$ cat src/rtl/ext_tx_pkg.sv
package ext_tx_pkg;

    typedef enum logic [1:0] {
        IRQ_ON_LOAD  = 2'd0,
        IRQ_ON_DONE  = 2'd1,
        IRQ_ON_FSYNC = 2'd2,
        IRQ_ON_ERR   = 2'd3
    } irq_sel_e;

    typedef struct packed {
        logic load;
        logic done;
        logic fsync;
        logic serr;
    } tx_evt_t;

    function automatic logic irq_pick(irq_sel_e sel, tx_evt_t ev);
        logic r;
        case (sel)
            IRQ_ON_LOAD:  r = ev.load;
            IRQ_ON_DONE:  r = ev.done;
            IRQ_ON_FSYNC: r = ev.fsync;
            default:      r = ev.serr;
        endcase
        return r;
    endfunction

endpackage

$ cat src/rtl/ets_fsync_detect.sv
module ets_fsync_detect #(
    parameter int SYNC_STAGES = 2
) (
    input  logic clk,
    input  logic rst,
    input  logic fsync_in,
    output logic det
);
    localparam int ST_MAX = SYNC_STAGES + 1;
    localparam int ST_W   = $clog2(ST_MAX + 1);

    logic [SYNC_STAGES:0] pipe;
    logic [ST_W-1:0]      settle;
    logic                 armed;

    always_ff @(posedge clk) begin
        if (rst) pipe[0] <= 1'b0;
        else     pipe[0] <= fsync_in;
    end

    for (genvar i = 1; i <= SYNC_STAGES; i++) begin : g_stage
        always_ff @(posedge clk) begin
            if (rst) pipe[i] <= 1'b0;
            else     pipe[i] <= pipe[i-1];
        end
    end

    always_ff @(posedge clk) begin
        if (rst)         settle <= '0;
        else if (!armed) settle <= settle + 1'b1;
    end

    assign armed = (settle == ST_W'(ST_MAX));
    assign det   = armed & pipe[SYNC_STAGES-1] & ~pipe[SYNC_STAGES];

    AST_DET_PULSE: assert property (@(posedge clk) disable iff (rst)
        det |=> !det);
    AST_DET_SETTLE: assert property (@(posedge clk) disable iff (rst)
        $rose(armed) |-> !det);

endmodule

$ cat src/rtl/ets_datapath.sv
module ets_datapath
    import ext_tx_pkg::*;
#(
    parameter int              WORD_W  = 16,
    parameter logic [WORD_W-1:0] SR_INIT = '0,
    localparam int LEN_W = $clog2(WORD_W),
    localparam int CNT_W = $clog2(WORD_W + 1)
) (
    input  logic              clk,
    input  logic              rst,
    input  logic              tx_en,
    input  logic              det,
    input  logic [LEN_W-1:0]  wlen_m1,
    input  logic              wr_en,
    input  logic [WORD_W-1:0] wr_data,
    output logic              sdata_out,
    output logic              sdata_oe,
    output logic              tx_ready,
    output tx_evt_t           evt
);
    localparam int IDX_W = (WORD_W > 1) ? $clog2(WORD_W) : 1;

    logic [WORD_W-1:0] hold_q;
    logic [WORD_W-1:0] shreg_q;
    logic [CNT_W-1:0]  left_q;
    logic              busy_q;
    logic              start;
    logic              copy;
    logic              last_bit;
    logic [IDX_W-1:0]  bit_idx;

    assign start    = det & tx_en;
    assign copy     = start & ~tx_ready;
    assign last_bit = busy_q & (left_q == CNT_W'(1));

    always_comb begin
        evt       = '0;
        evt.load  = copy;
        evt.done  = tx_en & last_bit;
        evt.fsync = det;
        evt.serr  = start & busy_q & ~last_bit;
    end

    always_ff @(posedge clk) begin
        if (rst) begin
            hold_q   <= '0;
            tx_ready <= 1'b1;
        end else begin
            if (copy)  tx_ready <= 1'b1;
            if (wr_en) begin
                hold_q   <= wr_data;
                tx_ready <= 1'b0;
            end
        end
    end

    always_ff @(posedge clk) begin
        if (rst || !tx_en) begin
            shreg_q <= SR_INIT;
            busy_q  <= 1'b0;
            left_q  <= '0;
        end else if (start) begin
            if (copy) shreg_q <= hold_q;
            busy_q <= 1'b1;
            left_q <= CNT_W'(wlen_m1) + CNT_W'(1);
        end else if (busy_q) begin
            if (last_bit) busy_q <= 1'b0;
            left_q <= left_q - 1'b1;
        end
    end

    assign bit_idx   = IDX_W'(left_q - CNT_W'(1));
    assign sdata_oe  = busy_q;
    assign sdata_out = busy_q & shreg_q[bit_idx];

    AST_LEFT_RANGE: assert property (@(posedge clk) disable iff (rst)
        busy_q |-> (left_q != '0) && (left_q <= CNT_W'(WORD_W)));
    AST_QUIET_IN_RESET: assert property (@(posedge clk) disable iff (rst)
        !tx_en |=> !sdata_oe && !sdata_out);
    AST_WRITE_CLEARS_READY: assert property (@(posedge clk) disable iff (rst)
        wr_en |=> !tx_ready);
    AST_NO_START_WITHOUT_SYNC: assert property (@(posedge clk) disable iff (rst)
        (tx_en && !det && !busy_q) |=> !sdata_oe);

endmodule

$ cat src/rtl/ets_status.sv
module ets_status
    import ext_tx_pkg::*;
(
    input  logic     clk,
    input  logic     rst,
    input  tx_evt_t  evt,
    input  irq_sel_e sel,
    input  logic     err_clr,
    output logic     sync_err,
    output logic     irq
);
    always_ff @(posedge clk) begin
        if (rst) begin
            sync_err <= 1'b0;
            irq      <= 1'b0;
        end else begin
            if (evt.serr)     sync_err <= 1'b1;
            else if (err_clr) sync_err <= 1'b0;
            irq <= irq_pick(sel, evt);
        end
    end

    AST_ERR_STICKY: assert property (@(posedge clk) disable iff (rst)
        (sync_err && !err_clr) |=> sync_err);
    AST_ERR_SET_WINS: assert property (@(posedge clk) disable iff (rst)
        evt.serr |=> sync_err);

endmodule

$ cat src/rtl/ext_sync_tx.sv
module ext_sync_tx
    import ext_tx_pkg::*;
#(
    parameter int                WORD_W      = 16,
    parameter int                SYNC_STAGES = 2,
    parameter logic [WORD_W-1:0] SR_INIT     = 16'h96C3,
    localparam int LEN_W = $clog2(WORD_W)
) (
    input  logic              clk,
    input  logic              rst,
    input  logic              tx_en,
    input  logic [1:0]        int_mode,
    input  logic [LEN_W-1:0]  wlen_m1,
    input  logic              wr_en,
    input  logic [WORD_W-1:0] wr_data,
    input  logic              err_clr,
    input  logic              fsync_in,
    output logic              sdata_out,
    output logic              sdata_oe,
    output logic              tx_ready,
    output logic              sync_err,
    output logic              irq
);
    logic    det;
    tx_evt_t evt;

    ets_fsync_detect #(.SYNC_STAGES(SYNC_STAGES)) u_det (
        .clk      (clk),
        .rst      (rst),
        .fsync_in (fsync_in),
        .det      (det)
    );

    ets_datapath #(.WORD_W(WORD_W), .SR_INIT(SR_INIT)) u_dp (
        .clk       (clk),
        .rst       (rst),
        .tx_en     (tx_en),
        .det       (det),
        .wlen_m1   (wlen_m1),
        .wr_en     (wr_en),
        .wr_data   (wr_data),
        .sdata_out (sdata_out),
        .sdata_oe  (sdata_oe),
        .tx_ready  (tx_ready),
        .evt       (evt)
    );

    ets_status u_st (
        .clk      (clk),
        .rst      (rst),
        .evt      (evt),
        .sel      (irq_sel_e'(int_mode)),
        .err_clr  (err_clr),
        .sync_err (sync_err),
        .irq      (irq)
    );

    AST_FSYNC_IRQ_IN_RESET: assert property (@(posedge clk) disable iff (rst)
        (int_mode == 2'd2 && det) |=> irq);
    AST_IRQ_MODE_FSYNC: assert property (@(posedge clk) disable iff (rst)
        (int_mode == 2'd2 && !det) |=> !irq);

endmodule

$ cat config.mk
export PLATFORM = sky130hd
export DESIGN_NAME = ext_sync_tx
export DESIGN_NICKNAME = d
export VERILOG_FILES = /design/src/rtl/ext_tx_pkg.sv /design/src/rtl/ets_fsync_detect.sv /design/src/rtl/ets_datapath.sv /design/src/rtl/ets_status.sv /design/src/rtl/ext_sync_tx.sv
export SDC_FILE = /design/constraint.sdc
export NUM_CORES = 1
export LEC_CHECK = 0
export ABC_AREA = 1
export BUFFER_PORTS_ARGS = -buffer_cell sky130_fd_sc_hd__buf_2
export CAP_MARGIN = 20
export CORE_ASPECT_RATIO = 1.4
export CORE_MARGIN = 2
export CORE_UTILIZATION = 59
export DETAILED_ROUTE_END_ITERATION = 16
export GPL_ROUTABILITY_DRIVEN = 0
export HOLD_SLACK_MARGIN = 0.12
export PLACE_DENSITY = 0.95
export SYNTH_ARGS = -nofsm -noshare
export SYNTH_HDL_FRONTEND = slang
export SYNTH_SLANG_ARGS = --single-unit
$ cat constraint.sdc
create_clock -name clk -period 4.5 [get_ports clk]
set_clock_uncertainty 0.05 [all_clocks]
set_input_delay 0.9 -clock clk [delete_from_list [all_inputs] [get_ports clk]]
set_output_delay 0.9 -clock clk [all_outputs]
set_load 0.05 [all_outputs]
## Yosys cells after proc, flatten, opt, wreduce, memory -nomap -nowiden

Index checks and enable logic that the tools add are counted.
Widths: inputs -> output; s select.

| word-level totals | value |
|---|---|
| register bits after elaboration | 46 |
| logic and storage cells | 50 |

| cells by class | value |
|---|---|
| add/subtract/negate cells | 3 |
| magnitude comparators | 1 |
| eq/ne operators | 4 |
| mux-type cells | 12 |
| bitwise operators | 12 |
| reductions and logical operators | 7 |

Operators with widths:

| operator | number |
|---|---|
| $mux 5 | 2 |
| $and 1x1->1 | 9 |
| $mux 1 | 8 |
| $reduce_bool 2->1 | 3 |
| $add 4x1->5 const B | 1 |
| $eq 5x1->1 const B | 1 |
| $lt 4x5->1 const B | 1 |
| $sub 5x1->5 const B | 1 |
| $bmux 1 s4 | 1 |
| $eq 2x2->1 const B | 2 |
| $not 1->1 | 3 |
| $pmux 1 s3 | 1 |
| $add 2x1->2 const B | 1 |
| $eq 2x1->1 const B | 1 |
| $logic_not 2->1 | 1 |
| $reduce_and 2->1 | 1 |
| $logic_not 1->1 | 1 |
| $logic_or 1x1->1 | 1 |

## Logic depth before layout (Yosys ltp)

Gate-level depths: netlist of the first run.

| logic depth | value |
|---|---|
| depth in word-level cells | 7 |
| mapped depth | 12 |
| gate-level depth less buffers | 10 |

## Cells and area by module

Synthesis of the first run repeated with hierarchy kept, for this count alone.

| unflattened totals | value |
|---|---|
| cells, all modules | 288 |
| area total of the unflattened synthesis | 2057.0 µm² |

By module, submodules not included:

| module | instances | cells each | area each (µm²) |
|---|---|---|---|
| ets_datapath | 1 | 246 | 1762.9 |
| ets_fsync_detect | 1 | 24 | 188.9 |
| ets_status | 1 | 18 | 105.1 |

## Worst setup path after synthesis of the first run

Ideal clock, no wire load.

| timing path | value |
|---|---|
| path type | reg2out |
| start point | reg u_dp.left_q[0] |
| end point | out sdata_out |
| arrival time | 2.019 ns |
| data required time | 3.550 ns |
| slack | 1.531 ns |
| stages on the path, launching flop included | 11 |
| cells stage by stage | dfxtp_1 buf_4 inv_1 buf_4 ha_1 inv_1 nand3_1 nand3_1 nand3_1 nand2_1 nor2_1 |

| between the ends | value |
|---|---|
| longest elaborated chain between the ends | 4 |

RTL lines:

| item | line | source |
|---|---|---|
| from (decl) | ets_datapath.sv:25 | `logic [CNT_W-1:0] left_q;` |
| from (signal assigned) | ets_datapath.sv:65 | `left_q <= CNT_W'(wlen_m1) + CNT_W'(1);` |
| from (signal assigned) | ets_datapath.sv:68 | `left_q <= left_q - 1'b1;` |
| $sub 5x1->5 | -- |  |
| $bmux 1 s4 | ets_datapath.sv:74 | `assign sdata_out = busy_q & shreg_q[bit_idx];` |
| $mux 1 (not written as such) | ets_datapath.sv:74 |  |
| $and 1x1->1 | ets_datapath.sv:74 |  |
| to (decl) | ext_sync_tx.sv:18 | `output logic sdata_out,` |

Every way passes these cells. The select of a mux whose other input is x is not followed.

## Worst setup path after layout of the first run

Ends and elaborated chain as after synthesis.

==> results.cfg, run 1 <==
[global_route]
grt_pass1_vias = 1729
grt_max_degree = 21
antenna_found_initial = 0
grt_pass1_wl_mm = 7.37
grt_overflow = 0
gr-usage-all-layers = 0.255

[power]
p_leak_nw = 1.15
pwr-share-clk = 0.389
internal_power_mw = 0.622
share_comb_of_total_power = 0.073
p_seq_frac = 0.538
total_power_mw = 0.803
vdd_ir_drop_max_mv = 0.340
power_density_nw_per_um2 = 345
power_switching_mw = 0.180
p_sw_frac = 0.224

[critical_path]
r2r-start = u_dp.left_q[0]$_SDFFE_PP0P_
worstPathArrival_ps = 2340
worst_path_max_delay_cell = dfxtp_1
end_kind = output pin
critPathKind = flop to output pin
path_max_fanout = 12
crit_start = u_dp.left_q[0]$_SDFFE_PP0P_
cp_data_required_time_ps = 3550
critical_path.cell_chain = inv_1, ha_1, inv_1, nand3_1, nand3_1, nand3_1, nand2_1, nor2_1, buf_2
slowest_delay_ps = 530
cpMostUsedCell = nand3_1
start_kind = flop

[final_layout]
drive_gt1_frac = 0.144
layout_commonest_cell = nand2_1
final_cell_mix = 74 x nand2_1, 55 x nor2_1, 46 x dfxtp_1
finalInstanceArea_um2 = 2320
regArea_um2 = 921
instances_no_fill = 366
final_util = 0.695
multi_input_area_um2 = 957
fill_cells = 258
antenna_cells = 0
final_nets = 358
syn_to_final_growth_pct = 13.3

[synth]
synth_nets = 327
synth_ff_type = dfxtp_1
synth_seq_cells = 46
syn_avg_cell_area_um2 = 6.96
yosysSeqAreaShare = 0.449
synth_edf_count = 0
synthCells = 295
synth_async_sr_flop_share = 0
syn-cell-area_um2 = 2050
ys.warnings.count = 0
ys_types = 20

[die]
initial_utilization = 0.613
core_area_um2 = 3350
dieHeight_um = 73.8
dieArea_um2 = 3970
pin_count = 33
placementRows = 25
die_w_um = 53.8

[hold_path]
min_from = u_det.pipe[0]$_SDFF_PP0_
worstHoldPathType = flop to flop

[drt]
drtIter0Drc = 59
drc = 0
wl_per_cell_um = 12.0
vias = 1940
antenna_left = 0
vias_per_cell = 5.30
dr.pass1.iters = 4
wl_mm = 4.39

[cts]
clkSinkCount = 46
tritoncts = built
numCtsBuffers = 5
post_cts_buffers = 0
clk_pin_slew_worst_paths_ps = 80
holdBufCountCts = 0
ctsHtreeMaxLevel = 2
cts_resized = 0
clk_latency_ps = 310
cts-root-buf = clkbuf_8
ctsLongestPathBuffers = 2

[timing]
tightest_slew_ps = 465
period_share = 0.732
rsz0062_at_grt = no
relSlewSlack = 0.690
setup_viol = 0
hold_violations = 0
period_minus_slack_ps = 3290
max_freq_mhz = 304
finalSetupTns_ps = 0
slew_violations = 0

[flow_run]
drv_cap = 0

[placed_design]
placed_cells = 359
dp_hpwl_mm = 3.09
place_area_um2 = 2210
portBuffers = 32

[status]
status = completed
-- area by class of cell --
class	instances	area share
inverter	31	0.0501
timing repair buffer	33	0.0721
clock inverter	1	0.0129
multi-input combinational	209	0.412
clock buffer	6	0.0355
sequential	46	0.396
tap	40	0.0215
-- power by group through the flow --
| stage | combinational, mW | sequential [mW] | clock, mW |
|---|---|---|---|
| after floorplan | 0.0320 | 0.443 | 0 |
| after global placement | 0.0550 | 0.440 | 0 |
| after detailed placement | 0.0580 | 0.441 | 0 |
| after CTS | 0.0588 | 0.431 | 0.314 |
| after global routing | 0.0682 | 0.433 | 0.336 |
| final | 0.0586 | 0.432 | 0.313 |
-- cells in the mapped netlist, types with 2 or more instances --
cell type,instances,share of area
buf_6,2,0.011
nor2_1,55,0.10
clkbuf_1,4,0.0073
or2_2,2,0.0061
buf_4,2,0.0073
a21oi_1,8,0.020
dfxtp_1,46,0.45
nor2_2,2,0.0061
nand4_1,3,0.0091
ha_1,4,0.024
inv_1,29,0.053
nand2_1,74,0.14
nand3_1,33,0.080
o21ai_0,25,0.061
-- worst paths after layout --
kind                            endpoint  cells after the start  slack (ps)
max reg2reg  u_dp.left_q[2]$_SDFFE_PP0P_                     10        2730
min             u_det.pipe[1]$_SDFF_PP0_                      2         370
max                            sdata_out                      9        1210
min reg2reg     u_det.pipe[1]$_SDFF_PP0_                      2         370
-- routing by layer --
layer | routed length, um | GRT usage | part of all wire | up-vias
li1 | - | - | - | 993
met5 | 0 | 0 | 0 | -
met4 | 82 | 0.111 | 0.019 | 0
met2 | 2260 | 0.440 | 0.51 | 62
met1 | 1800 | 0.282 | 0.41 | 876
met3 | 247 | 0.0732 | 0.056 | 9
-- flip-flops by register name, summed over array words and instances (netlist names) --
name,flops
u_st.sync_err,1
u_dp.shreg_q,16
u_dp.hold_q,16
u_dp.sdata_oe,1
u_dp.tx_ready,1
u_det.pipe,3
u_det.settle,2
u_st.irq,1
u_dp.left_q,5
-- critical path: cells and delay by family, from the launching register on --
kind	cells	cell delay, ps
flops	1	530
simple gates	5	450
fa+ha+maj	1	420
buf+inv	3	640
-- metrics by stage --
| step | hold slack [ps] | worst slack [ps] |
|---|---|---|
| finish | 365 | 1210 |
| CTS | 372 | 1240 |
| global placement | 344 | 1710 |
| floorplan | 338 | 1530 |
| detailed placement | 360 | 1590 |
| global route | 401 | 1070 |
-- kinds of logic (layout without fill, tap and decap cells) --
kind of cell,Yosys count,count (layout),synth area share
AO/OA/AOI/OAI,33,33,0.0805
adder cells (fa/ha/maj),4,4,0.0244
buffers and inverters,40,71,0.0847
flip-flops,46,46,0.449
AND/OR/NAND/NOR,172,172,0.362
(Power assumes the default switching activity.)
==> run 2: changes to the inputs <==
--- a/config.mk
+++ b/config.mk
@@ -10,11 +10,11 @@
 export CAP_MARGIN = 20
 export CORE_ASPECT_RATIO = 1.4
 export CORE_MARGIN = 2
-export CORE_UTILIZATION = 59
+export CORE_UTILIZATION = 55
 export DETAILED_ROUTE_END_ITERATION = 16
 export GPL_ROUTABILITY_DRIVEN = 0
 export HOLD_SLACK_MARGIN = 0.12
-export PLACE_DENSITY = 0.95
+export PLACE_DENSITY = 0.9
 export SYNTH_ARGS = -nofsm -noshare
 export SYNTH_HDL_FRONTEND = slang
 export SYNTH_SLANG_ARGS = --single-unit
==> constraint.sdc (replaced) <==
create_clock -name clk -period 3.05 [get_ports clk]
set_clock_uncertainty 0.05 [all_clocks]
set_input_delay 0.61 -clock clk [delete_from_list [all_inputs] [get_ports clk]]
set_output_delay 0.61 -clock clk [all_outputs]
set_load 0.05 [all_outputs]
==> run 2 against run 1 <==
  * Cell count is 1.1% higher
  * Final area fell by 0.32%
  * Worst hold slack worse by 4.6 ps
  * Total power rose by 37%
  * Utilization down 5.3 points
  * Combinational power up 45%
  * Register-to-register slack got worse by 1300 ps
  * First-iteration DRC count shrank 24%
  * Setup slack worse by 820 ps
  * Sequential share of layout area increased by 0.13 points
  * Largest cell class unchanged
  * Largest power group unchanged
==> results.cfg, run 2 (synthesis results as in run 1) <==
[critical_path]
critPathKind = flop to output pin
worst_path_max_delay_cell = dfxtp_1
start_kind = flop
path_max_fanout = 12
worstPathArrival_ps = 2000
crit_start = u_dp.left_q[0]$_SDFFE_PP0P_
critical_path.cell_chain = inv_1, ha_1, inv_1, nand2_1, nand2_1, inv_1, nand3_1, nand3_1, nand2_1, nor2_1, buf_2
slowest_delay_ps = 320
r2r-start = u_det.settle[0]$_SDFFE_PP0P_
end_kind = output pin
cp_data_required_time_ps = 2390

[flow_run]
drv_cap = 0

[power]
internal_power_mw = 0.838
pwr-share-clk = 0.345
power_density_nw_per_um2 = 475
p_sw_frac = 0.239
p_leak_nw = 1.15
vdd_ir_drop_max_mv = 0.379
p_seq_frac = 0.578
share_comb_of_total_power = 0.077
power_switching_mw = 0.263

[drt]
wl_mm = 4.06
vias_per_cell = 5.12
drc = 0
wl_per_cell_um = 11.0
dr.pass1.iters = 4
drtIter0Drc = 45
vias = 1896
antenna_left = 0

[global_route]
grt_pass1_wl_mm = 7.21
grt_max_degree = 21
grt_pass1_vias = 1751
grt_overflow = 0
antenna_found_initial = 0
gr-usage-all-layers = 0.209

[die]
die_w_um = 55.6
dieHeight_um = 76.3
core_area_um2 = 3610
placementRows = 26
pin_count = 33
initial_utilization = 0.568
dieArea_um2 = 4240

[final_layout]
final_cell_mix = 74 x nand2_1, 55 x nor2_1, 46 x dfxtp_1
antenna_cells = 0
instances_no_fill = 370
syn_to_final_growth_pct = 12.9
drive_gt1_frac = 0.149
layout_commonest_cell = nand2_1
final_nets = 359
reg.largest.list = u_dp.hold_q x16, u_dp.shreg_q x16, u_dp.left_q x5

[timing]
tightest_slew_ps = 454
hold_violations = 0
setup_viol = 0
holdWs_ps = 361
rsz0062_at_grt = no
finalSetupTns_ps = 0
relSlewSlack = 0.697
max_freq_mhz = 375
period_minus_slack_ps = 2660
slew_violations = 0
period_share = 0.873

[placed_design]
placed_cells = 362
dp_hpwl_mm = 2.99
portBuffers = 32

[cts]
numCtsBuffers = 5
clk_latency_ps = 300
ctsHtreeMaxLevel = 2
holdBufCountCts = 0
cts_resized = 0
ctsLongestPathBuffers = 2
clkSinkCount = 46
cts-root-buf = clkbuf_8
tritoncts = built
clk_pin_slew_worst_paths_ps = 80
post_cts_buffers = 0

[status]
status = completed

[hold_path]
worstHoldPathType = flop to flop
min_from = u_det.pipe[0]$_SDFF_PP0_
## run 2: cell count changes in the layout (fill, tap and decap cells not counted)
cell and change:
bufinv_16 -1, clkinv_2 +1, clkinvlp_4 +1, buf_4 +1
## run 2: final cells by class
class / count / area, um2
fill: 326 / 1290
multi-input combinational: 209 / 957
sequential: 46 / 921
timing repair buffer: 34 / 175
inverter: 31 / 116
clock buffer: 6 / 82.6
tap: 42 / 52.6
clock inverter: 2 / 12.5
## run 2: final timing paths
check	endpoint	slack [ps]	cells past startpoint
min reg2reg	u_det.pipe[1]$_SDFF_PP0_	360	2
max	sdata_out	390	11
min	u_det.pipe[1]$_SDFF_PP0_	360	2
max reg2reg	u_dp.shreg_q[5]$_SDFFE_PP0P_	1420	6
## run 2: worst max-delay path: cells and delay by family, from the launching register on
| kind | cells | cell delay [ps] |
|---|---|---|
| adders and majority gates | 1 | 270 |
| buffers and inverters | 4 | 650 |
| and+or+nand+nor | 6 | 460 |
| DFF | 1 | 320 |
## run 2: power by group through the flow
stage / combinational, mW / sequential, mW / clock, mW
final: 0.0847 / 0.637 / 0.380
after global routing: 0.0973 / 0.640 / 0.421
after CTS: 0.0857 / 0.637 / 0.388
after detailed placement: 0.0847 / 0.651 / 0
after global placement: 0.0815 / 0.649 / 0
after floorplan: 0.0472 / 0.653 / 0
## run 2: routing by layer
layer / global-route usage / vias to the layer above / wire length (um)
met2: 0.373 / 37 / 2060
met5: 0 / - / 0
met3: 0.0424 / 7 / 139
met1: 0.228 / 851 / 1770
met4: 0.110 / 0 / 86
li1: - / 1001 / -
## run 2: stage by stage
stage	power [mW]	util	setup WS (ps)	cell area (um2)
floorplan	0.700	-	371	2050
global placement	0.731	0.615	820	2220
detailed placement	0.735	0.615	739	2220
CTS	1.11	0.642	400	2320
global route	1.16	0.642	144	2320
finish	1.10	0.642	386	2320
==> run 3: changes to the inputs <==
--- a/config.mk
+++ b/config.mk
@@ -10,11 +10,11 @@
 export CAP_MARGIN = 20
 export CORE_ASPECT_RATIO = 1.4
 export CORE_MARGIN = 2
-export CORE_UTILIZATION = 55
+export CORE_UTILIZATION = 50
 export DETAILED_ROUTE_END_ITERATION = 16
 export GPL_ROUTABILITY_DRIVEN = 0
 export HOLD_SLACK_MARGIN = 0.12
-export PLACE_DENSITY = 0.9
+export PLACE_DENSITY = 0.87
 export SYNTH_ARGS = -nofsm -noshare
 export SYNTH_HDL_FRONTEND = slang
 export SYNTH_SLANG_ARGS = --single-unit
==> constraint.sdc (replaced) <==
create_clock -name clk -period 2.3 [get_ports clk]
set_clock_uncertainty 0.05 [all_clocks]
set_input_delay 0.46 -clock clk [delete_from_list [all_inputs] [get_ports clk]]
set_output_delay 0.46 -clock clk [all_outputs]
set_load 0.05 [all_outputs]
==> run 3 against run 2 <==
  * Sequential cell count unchanged
  * Critical path type unchanged
  * First-iteration DRC count decreased by 20%
  * Sequential power increased by 33%
  * Wire length increased by 3.0%
==> results.cfg, run 3 (synthesis results as in run 1) <==
[critical_path]
critical_path.cell_chain = inv_2, ha_4, inv_1, nand3_1, nand3_1, nand3_1, nand2_1, nor2_4, buf_8
cp_data_required_time_ps = 1790
reg2reg_setup_slack_ps = 640
cpMostUsedCell = nand3_1
slowest_delay_ps = 340
crit_family = simple AND/OR/NAND/NOR gates
path_buf_inv = 3
worst_path_max_delay_cell = dfxtp_2
worstPathArrival_ps = 1690
r2r-end = u_dp.shreg_q[2]$_SDFFE_PP0P_
r2r_cells = 6
path_max_fanout = 5
start_kind = flop
critPathKind = flop to output pin
end_kind = output pin
r2r-start = u_det.settle[0]$_SDFFE_PP0P_

[timing]
slew_violations = 0
rsz0062_at_grt = no
finalSetupTns_ps = 0
setup_viol = 0
period_share = 0.956
tightest_slew_ps = 461
max_freq_mhz = 455
period_minus_slack_ps = 2200
hold_violations = 0
relSlewSlack = 0.693

[drt]
vias = 1908
drtIter0Drc = 36
dr.pass1.iters = 4
routed.top_layer = met4
drc = 0
antenna_left = 0
route.met3.wl_um = 134
vias_per_cell = 5.13
wl_per_cell_um = 11.2
m1WireLength_mm = 1.79
met2_length_mm = 2.16
wl_mm = 4.18

[hold_path]
min_from = fsync_in
hold_depth = 3
holdPathEnd = u_det.pipe[0]$_SDFF_PP0_
worstHoldPathType = primary input to flop

[die]
initial_utilization = 0.519
pin_count = 33
placementRows = 27
dieHeight_um = 79.8
dieArea_um2 = 4640
die_w_um = 58.1
core_area_um2 = 3950

[final_layout]
syn_to_final_growth_pct = 14.9
final_util = 0.596
final_nets = 360
antenna_cells = 0
finalInstanceArea_um2 = 2360
layout_commonest_cell = nand2_1
drive_gt1_frac = 0.170
reg.largest.list = u_dp.hold_q x16, u_dp.shreg_q x16, u_dp.left_q x5
final_cell_mix = 74 x nand2_1, 53 x nor2_1, 44 x dfxtp_1

[cts]
ctsHtreeMaxLevel = 2
post_cts_buffers = 0
tritoncts = built
cts-root-buf = clkbuf_8
numCtsBuffers = 5
clk_pin_slew_worst_paths_ps = 80
clk_latency_ps = 310
ctsLongestPathBuffers = 2
clkSinkCount = 46

[power]
vdd_ir_drop_max_mv = 0.472
p_leak_nw = 1.16
power_density_nw_per_um2 = 620

[global_route]
gr-usage-all-layers = 0.211
grt_max_degree = 21
antenna_found_initial = 0
grt_pass1_wl_mm = 7.62
grt_pass1_vias = 1862
grt_overflow = 0

[placed_design]
dp_hpwl_mm = 3.04
portBuffers = 32
place_area_um2 = 2240

[flow_run]
drv_cap = 0

[status]
status = completed
[run 3: worst max path at each step]
| stage | from | end | slack [ps] | depth (start not counted) |
|---|---|---|---|---|
| global placement | u_dp.left_q[1]$_SDFFE_PP0P_ | sdata_out | 310 | 9 |
| finish | u_dp.left_q[1]$_SDFFE_PP0P_ | sdata_out | 100 | 9 |
| detailed placement | u_dp.left_q[1]$_SDFFE_PP0P_ | sdata_out | 250 | 9 |
| floorplan | u_dp.left_q[0]$_SDFFE_PP0P_ | sdata_out | 110 | 10 |
| global route | u_dp.left_q[1]$_SDFFE_PP0P_ | sdata_out | 20 | 9 |
| CTS | u_dp.left_q[1]$_SDFFE_PP0P_ | sdata_out | 40 | 9 |
[run 3: cell type report]
type / count / area (um2)
Inverter: 31 / 116
Clock inverter: 1 / 5.00
Tap cell: 43 / 53.8
Fill cell: 382 / 1600
Multi-Input combinational cell: 209 / 980
Sequential cell: 46 / 923
Timing Repair Buffer: 35 / 193
Clock buffer: 7 / 86.3
[run 3: worst register-to-register path, delay by kind of cell (launching register included)]
kind	cells	cell delay [ps]
and+or+nand+nor	4	680
adders and majority gates	1	290
buffers and inverters	1	190
DFF	1	350
[run 3: what timing repair did]
action / 4_1_cts / 5_1_grt
setup endpoints to repair: 1 / 1
resized for setup: 3 / 6
hold buffers: 0 / 0
[run 3: power breakdown]
group | total [mW] | internal, mW | switching, mW
registers | 0.845 | 0.827 | 0.0180
logic | 0.113 | 0.0443 | 0.0690
clock network | 0.503 | 0.242 | 0.261
[run 3: metrics by stage]
step	cells	hold slack, ps	power [mW]	worst slack [ps]
floorplan	295	338	0.928	114
global placement	364	343	0.969	306
detailed placement	364	361	0.976	246
CTS	372	311	1.47	35.3
global route	372	323	1.53	16.0
finish	372	309	1.46	100
[run 3: per-layer routing]
layer / vias to the layer above / global-route usage
met5: - / 0
met4: 0 / 0.121
met3: 7 / 0.0405
met2: 36 / 0.366
met1: 863 / 0.235
li1: 1002 / -
